$ cat src/rtl/tkt_pkg.sv
package tkt_pkg;
  typedef enum logic [1:0] {
    OP_TAKE    = 2'd0,
    OP_POLL    = 2'd1,
    OP_RELEASE = 2'd2,
    OP_NONE    = 2'd3
  } tkt_op_e;
endpackage

$ cat src/rtl/tkt_rank.sv
// Per port: how many lower-index ports issue the same op to the same lock.
module tkt_rank import tkt_pkg::*; #(
  parameter int NUM_PORTS = 4,
  parameter int LOCK_W    = 2,
  parameter int CNT_W     = 3
) (
  input  logic [NUM_PORTS-1:0]        valid_i,
  input  logic [NUM_PORTS*LOCK_W-1:0] lock_i,
  input  logic [NUM_PORTS*2-1:0]      op_i,
  output logic [NUM_PORTS*CNT_W-1:0]  take_rank_o,
  output logic [NUM_PORTS*CNT_W-1:0]  rel_rank_o
);
  always_comb begin
    for (int p = 0; p < NUM_PORTS; p++) begin
      logic [CNT_W-1:0] tr, rr;
      tr = '0;
      rr = '0;
      for (int q = 0; q < p; q++) begin
        if (valid_i[q] && lock_i[q*LOCK_W +: LOCK_W] == lock_i[p*LOCK_W +: LOCK_W]) begin
          if (op_i[q*2 +: 2] == OP_TAKE)    tr = tr + CNT_W'(1);
          if (op_i[q*2 +: 2] == OP_RELEASE) rr = rr + CNT_W'(1);
        end
      end
      take_rank_o[p*CNT_W +: CNT_W] = tr;
      rel_rank_o[p*CNT_W +: CNT_W]  = rr;
    end
  end
endmodule

$ cat src/rtl/tkt_lock_bank.sv
module tkt_lock_bank #(
  parameter int NUM_LOCKS = 4,
  parameter int TKT_W     = 8,
  parameter int CNT_W     = 3
) (
  input  logic                         clk_i,
  input  logic                         rst_ni,
  input  logic [NUM_LOCKS*CNT_W-1:0]   take_cnt_i,
  input  logic [NUM_LOCKS*CNT_W-1:0]   rel_cnt_i,
  output logic [NUM_LOCKS*TKT_W-1:0]   next_o,
  output logic [NUM_LOCKS*TKT_W-1:0]   serving_o
);
  for (genvar l = 0; l < NUM_LOCKS; l++) begin : g_lock
    logic [TKT_W-1:0] next_q, serving_q;
    logic [CNT_W-1:0] tc, rc;
    assign tc = take_cnt_i[l*CNT_W +: CNT_W];
    assign rc = rel_cnt_i[l*CNT_W +: CNT_W];

    always_ff @(posedge clk_i or negedge rst_ni) begin
      if (!rst_ni) begin
        next_q    <= '0;
        serving_q <= '0;
      end else begin
        next_q    <= next_q + TKT_W'(tc);
        serving_q <= serving_q + TKT_W'(rc);
      end
    end

    assign next_o[l*TKT_W +: TKT_W]    = next_q;
    assign serving_o[l*TKT_W +: TKT_W] = serving_q;

    // serving may never pass the dispenser
    assert_no_overtake_R5: assert property (@(posedge clk_i) disable iff (!rst_ni)
      TKT_W'(rc) <= TKT_W'(next_q - serving_q));
  end
endmodule

$ cat src/rtl/ticket_lock_unit.sv
module ticket_lock_unit import tkt_pkg::*; #(
  parameter int NUM_PORTS = 4,
  parameter int NUM_LOCKS = 4,
  parameter int TKT_W     = 8
) (
  input  logic                               clk_i,
  input  logic                               rst_ni,
  input  logic [NUM_PORTS-1:0]               req_valid_i,
  input  logic [NUM_PORTS*$clog2(NUM_LOCKS)-1:0] req_lock_i,
  input  logic [NUM_PORTS*2-1:0]             req_op_i,
  input  logic [NUM_PORTS*TKT_W-1:0]         req_ticket_i,
  output logic [NUM_PORTS-1:0]               resp_valid_o,
  output logic [NUM_PORTS*TKT_W-1:0]         resp_ticket_o,
  output logic [NUM_PORTS-1:0]               resp_granted_o,
  output logic [NUM_PORTS*TKT_W-1:0]         resp_dist_o,
  output logic [NUM_PORTS-1:0]               resp_err_o
);
  localparam int LOCK_W = $clog2(NUM_LOCKS);
  localparam int CNT_W  = $clog2(NUM_PORTS + 1);

  logic [NUM_PORTS*CNT_W-1:0] take_rank, rel_rank;
  logic [NUM_LOCKS*CNT_W-1:0] take_cnt, rel_cnt;
  logic [NUM_LOCKS*TKT_W-1:0] next_flat, serving_flat;

  tkt_rank #(.NUM_PORTS(NUM_PORTS), .LOCK_W(LOCK_W), .CNT_W(CNT_W)) u_rank (
    .valid_i     (req_valid_i),
    .lock_i      (req_lock_i),
    .op_i        (req_op_i),
    .take_rank_o (take_rank),
    .rel_rank_o  (rel_rank)
  );

  tkt_lock_bank #(.NUM_LOCKS(NUM_LOCKS), .TKT_W(TKT_W), .CNT_W(CNT_W)) u_bank (
    .clk_i      (clk_i),
    .rst_ni     (rst_ni),
    .take_cnt_i (take_cnt),
    .rel_cnt_i  (rel_cnt),
    .next_o     (next_flat),
    .serving_o  (serving_flat)
  );

  logic [NUM_PORTS-1:0]       v_d, g_d, e_d, rel_d;
  logic [NUM_PORTS*TKT_W-1:0] t_d, dist_d;
  logic [NUM_PORTS-1:0]       rel_q;

  always_comb begin
    take_cnt = '0;
    rel_cnt  = '0;
    for (int p = 0; p < NUM_PORTS; p++) begin
      logic [LOCK_W-1:0] lk;
      logic [TKT_W-1:0]  nx, sv, held, tk;
      tkt_op_e           op;
      lk   = req_lock_i[p*LOCK_W +: LOCK_W];
      op   = tkt_op_e'(req_op_i[p*2 +: 2]);
      nx   = next_flat[lk*TKT_W +: TKT_W];
      sv   = serving_flat[lk*TKT_W +: TKT_W];
      held = nx - sv;
      tk   = '0;
      v_d[p]   = req_valid_i[p] && (op != OP_NONE);
      g_d[p]   = 1'b0;
      e_d[p]   = 1'b0;
      rel_d[p] = 1'b0;
      if (req_valid_i[p]) begin
        case (op)
          OP_TAKE: begin
            tk = nx + TKT_W'(take_rank[p*CNT_W +: CNT_W]);
            take_cnt[lk*CNT_W +: CNT_W] = take_cnt[lk*CNT_W +: CNT_W] + CNT_W'(1);
          end
          OP_POLL: tk = req_ticket_i[p*TKT_W +: TKT_W];
          OP_RELEASE: begin
            rel_d[p] = 1'b1;
            if (TKT_W'(rel_rank[p*CNT_W +: CNT_W]) < held)
              rel_cnt[lk*CNT_W +: CNT_W] = rel_cnt[lk*CNT_W +: CNT_W] + CNT_W'(1);
            else
              e_d[p] = 1'b1;
          end
          default: ;
        endcase
      end
      if (req_valid_i[p] && (op == OP_TAKE || op == OP_POLL)) begin
        g_d[p] = (tk == sv);
        dist_d[p*TKT_W +: TKT_W] = tk - sv;
      end else begin
        dist_d[p*TKT_W +: TKT_W] = '0;
      end
      t_d[p*TKT_W +: TKT_W] = tk;
    end
  end

  always_ff @(posedge clk_i or negedge rst_ni) begin
    if (!rst_ni) begin
      resp_valid_o   <= '0;
      resp_ticket_o  <= '0;
      resp_granted_o <= '0;
      resp_dist_o    <= '0;
      resp_err_o     <= '0;
      rel_q          <= '0;
    end else begin
      resp_valid_o   <= v_d;
      resp_ticket_o  <= t_d;
      resp_granted_o <= g_d;
      resp_dist_o    <= dist_d;
      resp_err_o     <= e_d;
      rel_q          <= rel_d;
    end
  end

  // at most one same-cycle take per lock may land on the serving ticket
  logic [NUM_LOCKS-1:0][NUM_PORTS-1:0] take_grant_m;
  always_comb begin
    take_grant_m = '0;
    for (int p = 0; p < NUM_PORTS; p++)
      if (req_valid_i[p] && req_op_i[p*2 +: 2] == OP_TAKE && g_d[p])
        take_grant_m[req_lock_i[p*LOCK_W +: LOCK_W]][p] = 1'b1;
  end

  for (genvar l = 0; l < NUM_LOCKS; l++) begin : g_chk_lock
    assert_single_take_grant_R3: assert property (@(posedge clk_i) disable iff (!rst_ni)
      $onehot0(take_grant_m[l]));
  end

  for (genvar p = 0; p < NUM_PORTS; p++) begin : g_chk_port
    assert_grant_zero_dist_R4: assert property (@(posedge clk_i) disable iff (!rst_ni)
      resp_valid_o[p] && resp_granted_o[p] |-> resp_dist_o[p*TKT_W +: TKT_W] == '0);
    assert_err_only_release_R6: assert property (@(posedge clk_i) disable iff (!rst_ni)
      resp_err_o[p] |-> resp_valid_o[p] && rel_q[p]);
    assert_resp_follows_req_R9: assert property (@(posedge clk_i) disable iff (!rst_ni)
      req_valid_i[p] && req_op_i[p*2 +: 2] != OP_NONE |=> resp_valid_o[p]);
  end
endmodule

$ cat config.mk
export PLATFORM = sky130hd
export DESIGN_NAME = ticket_lock_unit
export DESIGN_NICKNAME = d
export VERILOG_FILES = /design/src/rtl/tkt_pkg.sv /design/src/rtl/tkt_rank.sv /design/src/rtl/tkt_lock_bank.sv /design/src/rtl/ticket_lock_unit.sv
export SDC_FILE = /design/constraint.sdc
export NUM_CORES = 1
export LEC_CHECK = 0
export BUFFER_PORTS_ARGS = -buffer_cell sky130_fd_sc_hd__clkbuf_2
export CORE_MARGIN = 5
export CORE_UTILIZATION = 40
export CTS_CLUSTER_SIZE = 20
export DETAILED_ROUTE_END_ITERATION = 10
export PLACE_DENSITY = 0.57
export SLEW_MARGIN = 20
export SYNTH_ARGS = -nofsm -noshare
export SYNTH_HDL_FRONTEND = slang
export SYNTH_HIERARCHICAL = 1
export SYNTH_SLANG_ARGS = --single-unit
$ cat constraint.sdc
create_clock -name clk_i -period 12.7 [get_ports clk_i]
set_input_delay 2.54 -clock clk_i [delete_from_list [all_inputs] [get_ports clk_i]]
set_output_delay 2.54 -clock clk_i [all_outputs]
set_load 0.02 [all_outputs]
==> flow_summary.toml, run 1 <==
[status]
status = "completed"

[timing]
setup_viol = 0
min_period_ps = 9000
slew_headroom = 0.365
rsz0062_at_grt = "false"
clock_skew_ps = 8.81
hold_violations = 0
final-max-slew-violation-count = 0
fin_crit_sh = 0.709
setup-tns-final_ps = 0
timing.fmax_ghz = 0.111
worst_slew_pin_slew_ps = 944

[placed_design]
numPortBuffers = 129
place_inst = 1754
hpwl_microns = 28700
gp_congestion = 0.921

[clock_network]
tritoncts = "yes"
ctsResizeCount = 0
cts_setup_buffers = 0
clockBufferDepth = 2
htree_num_levels = 4
clock_latency_ps = 430
clockRootBuffer = "clkbuf_16"
cts_sinks = 140
cts_buffers = 17
path_clk_slew_ps = 60
cts.hold.buffers_added = 0

[critical_path]
cp-start-kind = "input pin"
arrival_ps = 9310
max_stage_delay_ps = 630
crit_path_end_kind = "flip-flop"
critPathKind = "in -> reg"
worst_path_max_delay_cell = "clkbuf_2"
path_delay_family = "compound AO/OA/AOI/OAI gates"
path_max_fanout = 25
critPathMostFrequentCell = "ha_1"
cp_num_buf_inv = 3
cp.required_ps = 13010

[global_routing]
antenna_found_initial = 0
grt_pass1_wl_microns = 55300
grt_pass1_vias = 9766
grt_max_degree = 77
track_usage = 0.208
grt_overflow = 0

[final_layout]
drive_gt1_frac = 0.183
nets = 1578
final_cells = 1788
regArea_sq_um = 3500
area_growth_pct = 12.8
multi_input_area_sq_um = 8350
nFillCells = 2912

[route]
met1Wirelength_microns = 15700
route.met3.wl_microns = 2480
viasPerCell = 5.64
post-route-drc-count = 0
drt-initial-drc-count = 782
firstDrtPassIters = 6
vias = 10100
wl_per_cell_microns = 19.8
highest_layer = "met4"
wl_met2_microns = 15700
postRouteAntennaNets = 0
routed_wl_microns = 35400

[floorplanning]
start_util = 0.406
row_count = 64
coreArea_sq_um = 30600
die_w_microns = 186
pin_count = 130
dieArea_sq_um = 34700
die_y_microns = 186

[logic_synthesis]
synth.cell_area_sq_um = 12400
ys.warnings.count = 6
synth.most_common_cell = "dfrtp_1"
synthArstFlopShare = 1.00
ys_ff_latch = 140
synth_top_area_share = 0.282
synthTopCellsByCount = "dfrtp_1, ha_1, nor2_1"
syn_avg_cell_area_sq_um = 9.83
synth.area.top_cells = "dfrtp_1, ha_1, mux4_2"
yosysUniqueCellTypes = 73
yosysTopAreaCell = "dfrtp_1"
synth_seq_area_share = 0.282
synth_edf_count = 0
synthFlopType = "dfrtp_1"
synthCells = 1263

[power_and_ir_drop]
vdd_ir_drop_max_mv = 0.100
cellLeakagePower_nw = 6.74
powerDensity_nw_per_um2 = 168
fin_total_pwr_mw = 2.35

[flow_run]
cap_violations = 0

[min_path]
hold_path.class = "reg -> reg"
metal layers:
metal / track usage / vias to the layer above
met3: 0.0438 / 62
li1: - / 4769
met1: 0.288 / 4895
met4: 0.0886 / 0
met2: 0.317 / 354
met5: 0 / -
cells in the final DEF (no fill, tap or decap), types with 7 or more instances in the layout:
| cell | netlist | final |
|---|---|---|
| ha_1 | 126 | 126 |
| nand3_1 | 41 | 41 |
| a31oi_1 | 8 | 8 |
| nor2_1 | 111 | 111 |
| a21boi_0 | 8 | 8 |
| inv_6 | 0 | 8 |
| mux2i_1 | 13 | 13 |
| clkbuf_16 | 0 | 17 |
| dfrtp_1 | 140 | 140 |
| nand4_1 | 16 | 16 |
| o2111ai_1 | 11 | 11 |
| mux4_2 | 63 | 63 |
| a21oi_1 | 86 | 86 |
| mux2_2 | 7 | 7 |
| nor3b_1 | 8 | 8 |
| a21o_1 | 45 | 45 |
| o21ai_0 | 37 | 37 |
| o22ai_1 | 8 | 8 |
| and2_1 | 21 | 21 |
| nand2_1 | 70 | 70 |
| clkbuf_2 | 0 | 128 |
| nand2b_1 | 12 | 12 |
| inv_1 | 96 | 96 |
| nor3_1 | 15 | 15 |
| nor2b_1 | 19 | 19 |
| xor2_1 | 56 | 56 |
| and3_1 | 10 | 10 |
| fa_1 | 20 | 20 |
| xnor2_1 | 73 | 73 |
| o21a_1 | 7 | 7 |
| conb_1 | 1 | 12 |
stage by stage:
| step | hold slack (ps) | setup WS, ps | instance area (sq um) | util |
|---|---|---|---|---|
| 2_1_floorplan | 483 | 3730 | 12500 | - |
| 3_3_place_gp | 529 | 3520 | 13400 | 0.438 |
| 3_5_place_dp | 535 | 3340 | 13400 | 0.438 |
| 4_1_cts | 537 | 3750 | 14000 | 0.457 |
| 5_1_grt | 565 | 3130 | 14000 | 0.458 |
| 6_report | 543 | 3700 | 14000 | 0.458 |
area by class of cell:
type | count | share of cell area
Tap cell | 396 | 0.0354
Antenna cell | 1 | 0.000179
Clock buffer | 17 | 0.0304
Inverter | 97 | 0.0260
Timing Repair Buffer | 134 | 0.0507
Sequential cell | 140 | 0.250
Multi-Input combinational cell | 988 | 0.596
Clock inverter | 15 | 0.0109
power breakdown:
group | switching [mW] | leakage (nW) | internal [mW]
combinational | 0.644 | 4.60 | 0.552
sequential | 0.127 | 1.86 | 0.530
clock | 0.220 | 0.279 | 0.277
total | 0.991 | 6.74 | 1.36
sequential cells by signal, indices dropped and copies added (netlist names):
signal                   cells
resp_valid_o                 4
resp_granted_o               4
u_bank/g_lock.serving_q     32
u_bank/g_lock.next_q        32
resp_err_o                   4
resp_ticket_o               32
resp_dist_o                 32
cells by family after synthesis:
family          count (synthesis)  share of synthesized area
compound gates                254                      0.133
xor+xnor                      130                     0.0923
fa+ha+maj                     146                      0.159
buf+inv                       146                     0.0489
flops                         140                      0.282
mux                            87                      0.139
other cells                     1                   0.000302
simple gates                  359                      0.145
worst register-to-register path, delay by kind of cell (launching register included):
family	cells	cell delay, ps
AOI/OAI and AO/OA	13	2520
xor gates and xnor gates	2	460
adders and majority gates	5	1380
buffers and inverters	2	160
DFF	1	480
muxes	1	530
and+or+nand+nor	6	990
worst paths after layout:
check,endpoint,slack [ps],from,cells past startpoint
max,u_bank/g_lock[0].serving_q[7],3700,req_lock_i[0],30
min,u_bank/g_lock[0].next_q[7],540,u_bank/g_lock[0].next_q[7],1
max reg2reg,u_bank/g_lock[0].serving_q[7],6060,u_bank/g_lock[3].next_q[0],29
min reg2reg,u_bank/g_lock[0].next_q[7],540,u_bank/g_lock[0].next_q[7],1
max in group asynchronous,u_bank/g_lock[2].serving_q[1],9580,rst_ni,3
min in group asynchronous,resp_ticket_o[12],2060,rst_ni,1
Power figures use the tool's default switching activity.
==> run 2: changes to the inputs <==
==> constraint.sdc (replaced) <==
create_clock -name clk_i -period 9.27 [get_ports clk_i]
set_input_delay 1.854 -clock clk_i [delete_from_list [all_inputs] [get_ports clk_i]]
set_output_delay 1.854 -clock clk_i [all_outputs]
set_load 0.02 [all_outputs]
==> run 2 against run 1 <==
Combinational power up 38%. Worst setup slack got worse by 2500 ps. Clock power up 32%. Sequential power rose by 37%.
==> flow_summary.toml, run 2 (synthesized netlist as in run 1, its figures left out) <==
[status]
status = "completed"

[global_routing]
antenna_found_initial = 0
grt_pass1_wl_microns = 56900
grt_pass1_vias = 10000
track_usage = 0.214
grt_max_degree = 74
grt_overflow = 0

[placed_design]
gp_congestion = 0.933
place_worst_setup_slack_ps = 878
numPortBuffers = 129
hpwl_microns = 29700

[route]
postRouteAntennaNets = 0
routed_wl_microns = 36500
vias = 10200
firstDrtPassIters = 5
wl_per_cell_microns = 20.4
drt-initial-drc-count = 744
viasPerCell = 5.68
post-route-drc-count = 0

[timing]
slew_headroom = 0.397
rsz0062_at_grt = "false"
clock_skew_ps = 12.8
fin_crit_sh = 0.866
min_period_ps = 8030
setup_viol = 0
worst_slew_pin_slew_ps = 903
timing.fmax_ghz = 0.125
setup-tns-final_ps = 0
hold_violations = 0
timing.final.ws_setup_ps = 1240
final-max-slew-violation-count = 0

[critical_path]
timing.rr.end = "u_bank/g_lock[2].serving_q[6]"
worst_path_max_delay_cell = "mux4_2"
arrival_ps = 8340
max_stage_delay_ps = 600
cp.required_ps = 9580
crit_path_end_kind = "flip-flop"
cp-start-kind = "input pin"
reg2reg_slack_ps = 2570
path_max_fanout = 18
rr_worst_depth = 30
critPathKind = "in -> reg"
critPathMostFrequentCell = "ha_1"
timing.rr.start = "u_bank/g_lock[3].next_q[0]"

[floorplanning]
start_util = 0.406
coreArea_sq_um = 30600
die_w_microns = 186
row_count = 64
die_y_microns = 186
dieArea_sq_um = 34700
pin_count = 130

[clock_network]
tritoncts = "yes"
cts.hold.buffers_added = 0
clock_latency_ps = 440
htree_num_levels = 4
ctsResizeCount = 0
cts_sinks = 140
path_clk_slew_ps = 70
cts_buffers = 17
clockRootBuffer = "clkbuf_16"
cts_setup_buffers = 0
clockBufferDepth = 2

[min_path]
hp-start = "u_bank/g_lock[0].next_q[7]"
holdPathEnd = "u_bank/g_lock[0].next_q[7]"
whs_path_depth = 1
hold_path.class = "reg -> reg"

[power_and_ir_drop]
fin_total_pwr_mw = 3.21
cellLeakagePower_nw = 6.74
powerDensity_nw_per_um2 = 229
vdd_ir_drop_max_mv = 0.128

[final_layout]
nFillCells = 2878
diodes = 0
final_cell_mix = "dfrtp_1, clkbuf_2, ha_1, nor2_1, inv_1"
nets = 1582
layout_commonest_cell = "dfrtp_1"
drive_gt1_frac = 0.185
area_growth_pct = 12.7

[flow_run]
cap_violations = 0
run 2: cell types whose count changed in the layout (fill, tap and decap cells not counted), moves of 2 or more:
cell,before,now
inv_8,1,3
buf_4,4,8
inv_6,8,4
clkinvlp_4,2,5
run 2: per-stage QoR:
step           area [sq um]  hold WS (ps)  std cells   util
2_1_floorplan         12500           483       1274      -
3_3_place_gp          13400           519       1759  0.439
3_5_place_dp          13400           529       1759  0.439
4_1_cts               14000           537       1791  0.457
5_1_grt               14000           561       1791  0.457
6_report              14000           545       1791  0.457
run 2: worst max path at each step:
stage	start	endpoint	slack (ps)	cells after the start
CTS	req_lock_i[0]	u_bank/g_lock[2].serving_q[6]	1350	31
finish	req_lock_i[0]	u_bank/g_lock[2].serving_q[6]	1240	31
detailed placement	req_lock_i[0]	u_bank/g_lock[2].serving_q[6]	880	31
floorplan	req_lock_i[0]	u_bank/g_lock[2].serving_q[6]	990	32
global placement	req_lock_i[0]	u_bank/g_lock[0].serving_q[7]	960	31
global route	req_lock_i[0]	u_bank/g_lock[2].serving_q[5]	790	31
run 2: worst max-delay path, delay by kind of cell:
family	cells	cell delay (ps)
AO/OA/AOI/OAI	12	1860
buffers and inverters	5	850
multiplexers	1	600
adder cells (fa/ha/maj)	6	1790
XOR/XNOR	1	170
AND/OR/NAND/NOR	6	1170
run 2: power breakdown:
| part | switching (mW) | leakage, nW | internal (mW) |
|---|---|---|---|
| Clock | 0.303 | 0.259 | 0.351 |
| Combinational | 0.893 | 4.62 | 0.757 |
| Sequential | 0.177 | 1.86 | 0.726 |
| Total | 1.37 | 6.74 | 1.83 |
run 2: final cells by class:
cell class	instances	area, sq um	area share
multi-input cells	988	8350	0.597
repair buffers	138	723	0.0517
well taps	396	495	0.0354
inverters	97	364	0.0260
flip-flops and latches	140	3500	0.250
clock buffers	17	425	0.0304
clock inverters	15	133	0.00948
run 2: layer usage:
layer	GRT usage	up-vias	part of all wire
li1	-	4770	-
met1	0.298	4967	0.45
met2	0.333	374	0.45
met3	0.0428	68	0.067
met4	0.0816	0	0.037
met5	0	-	0
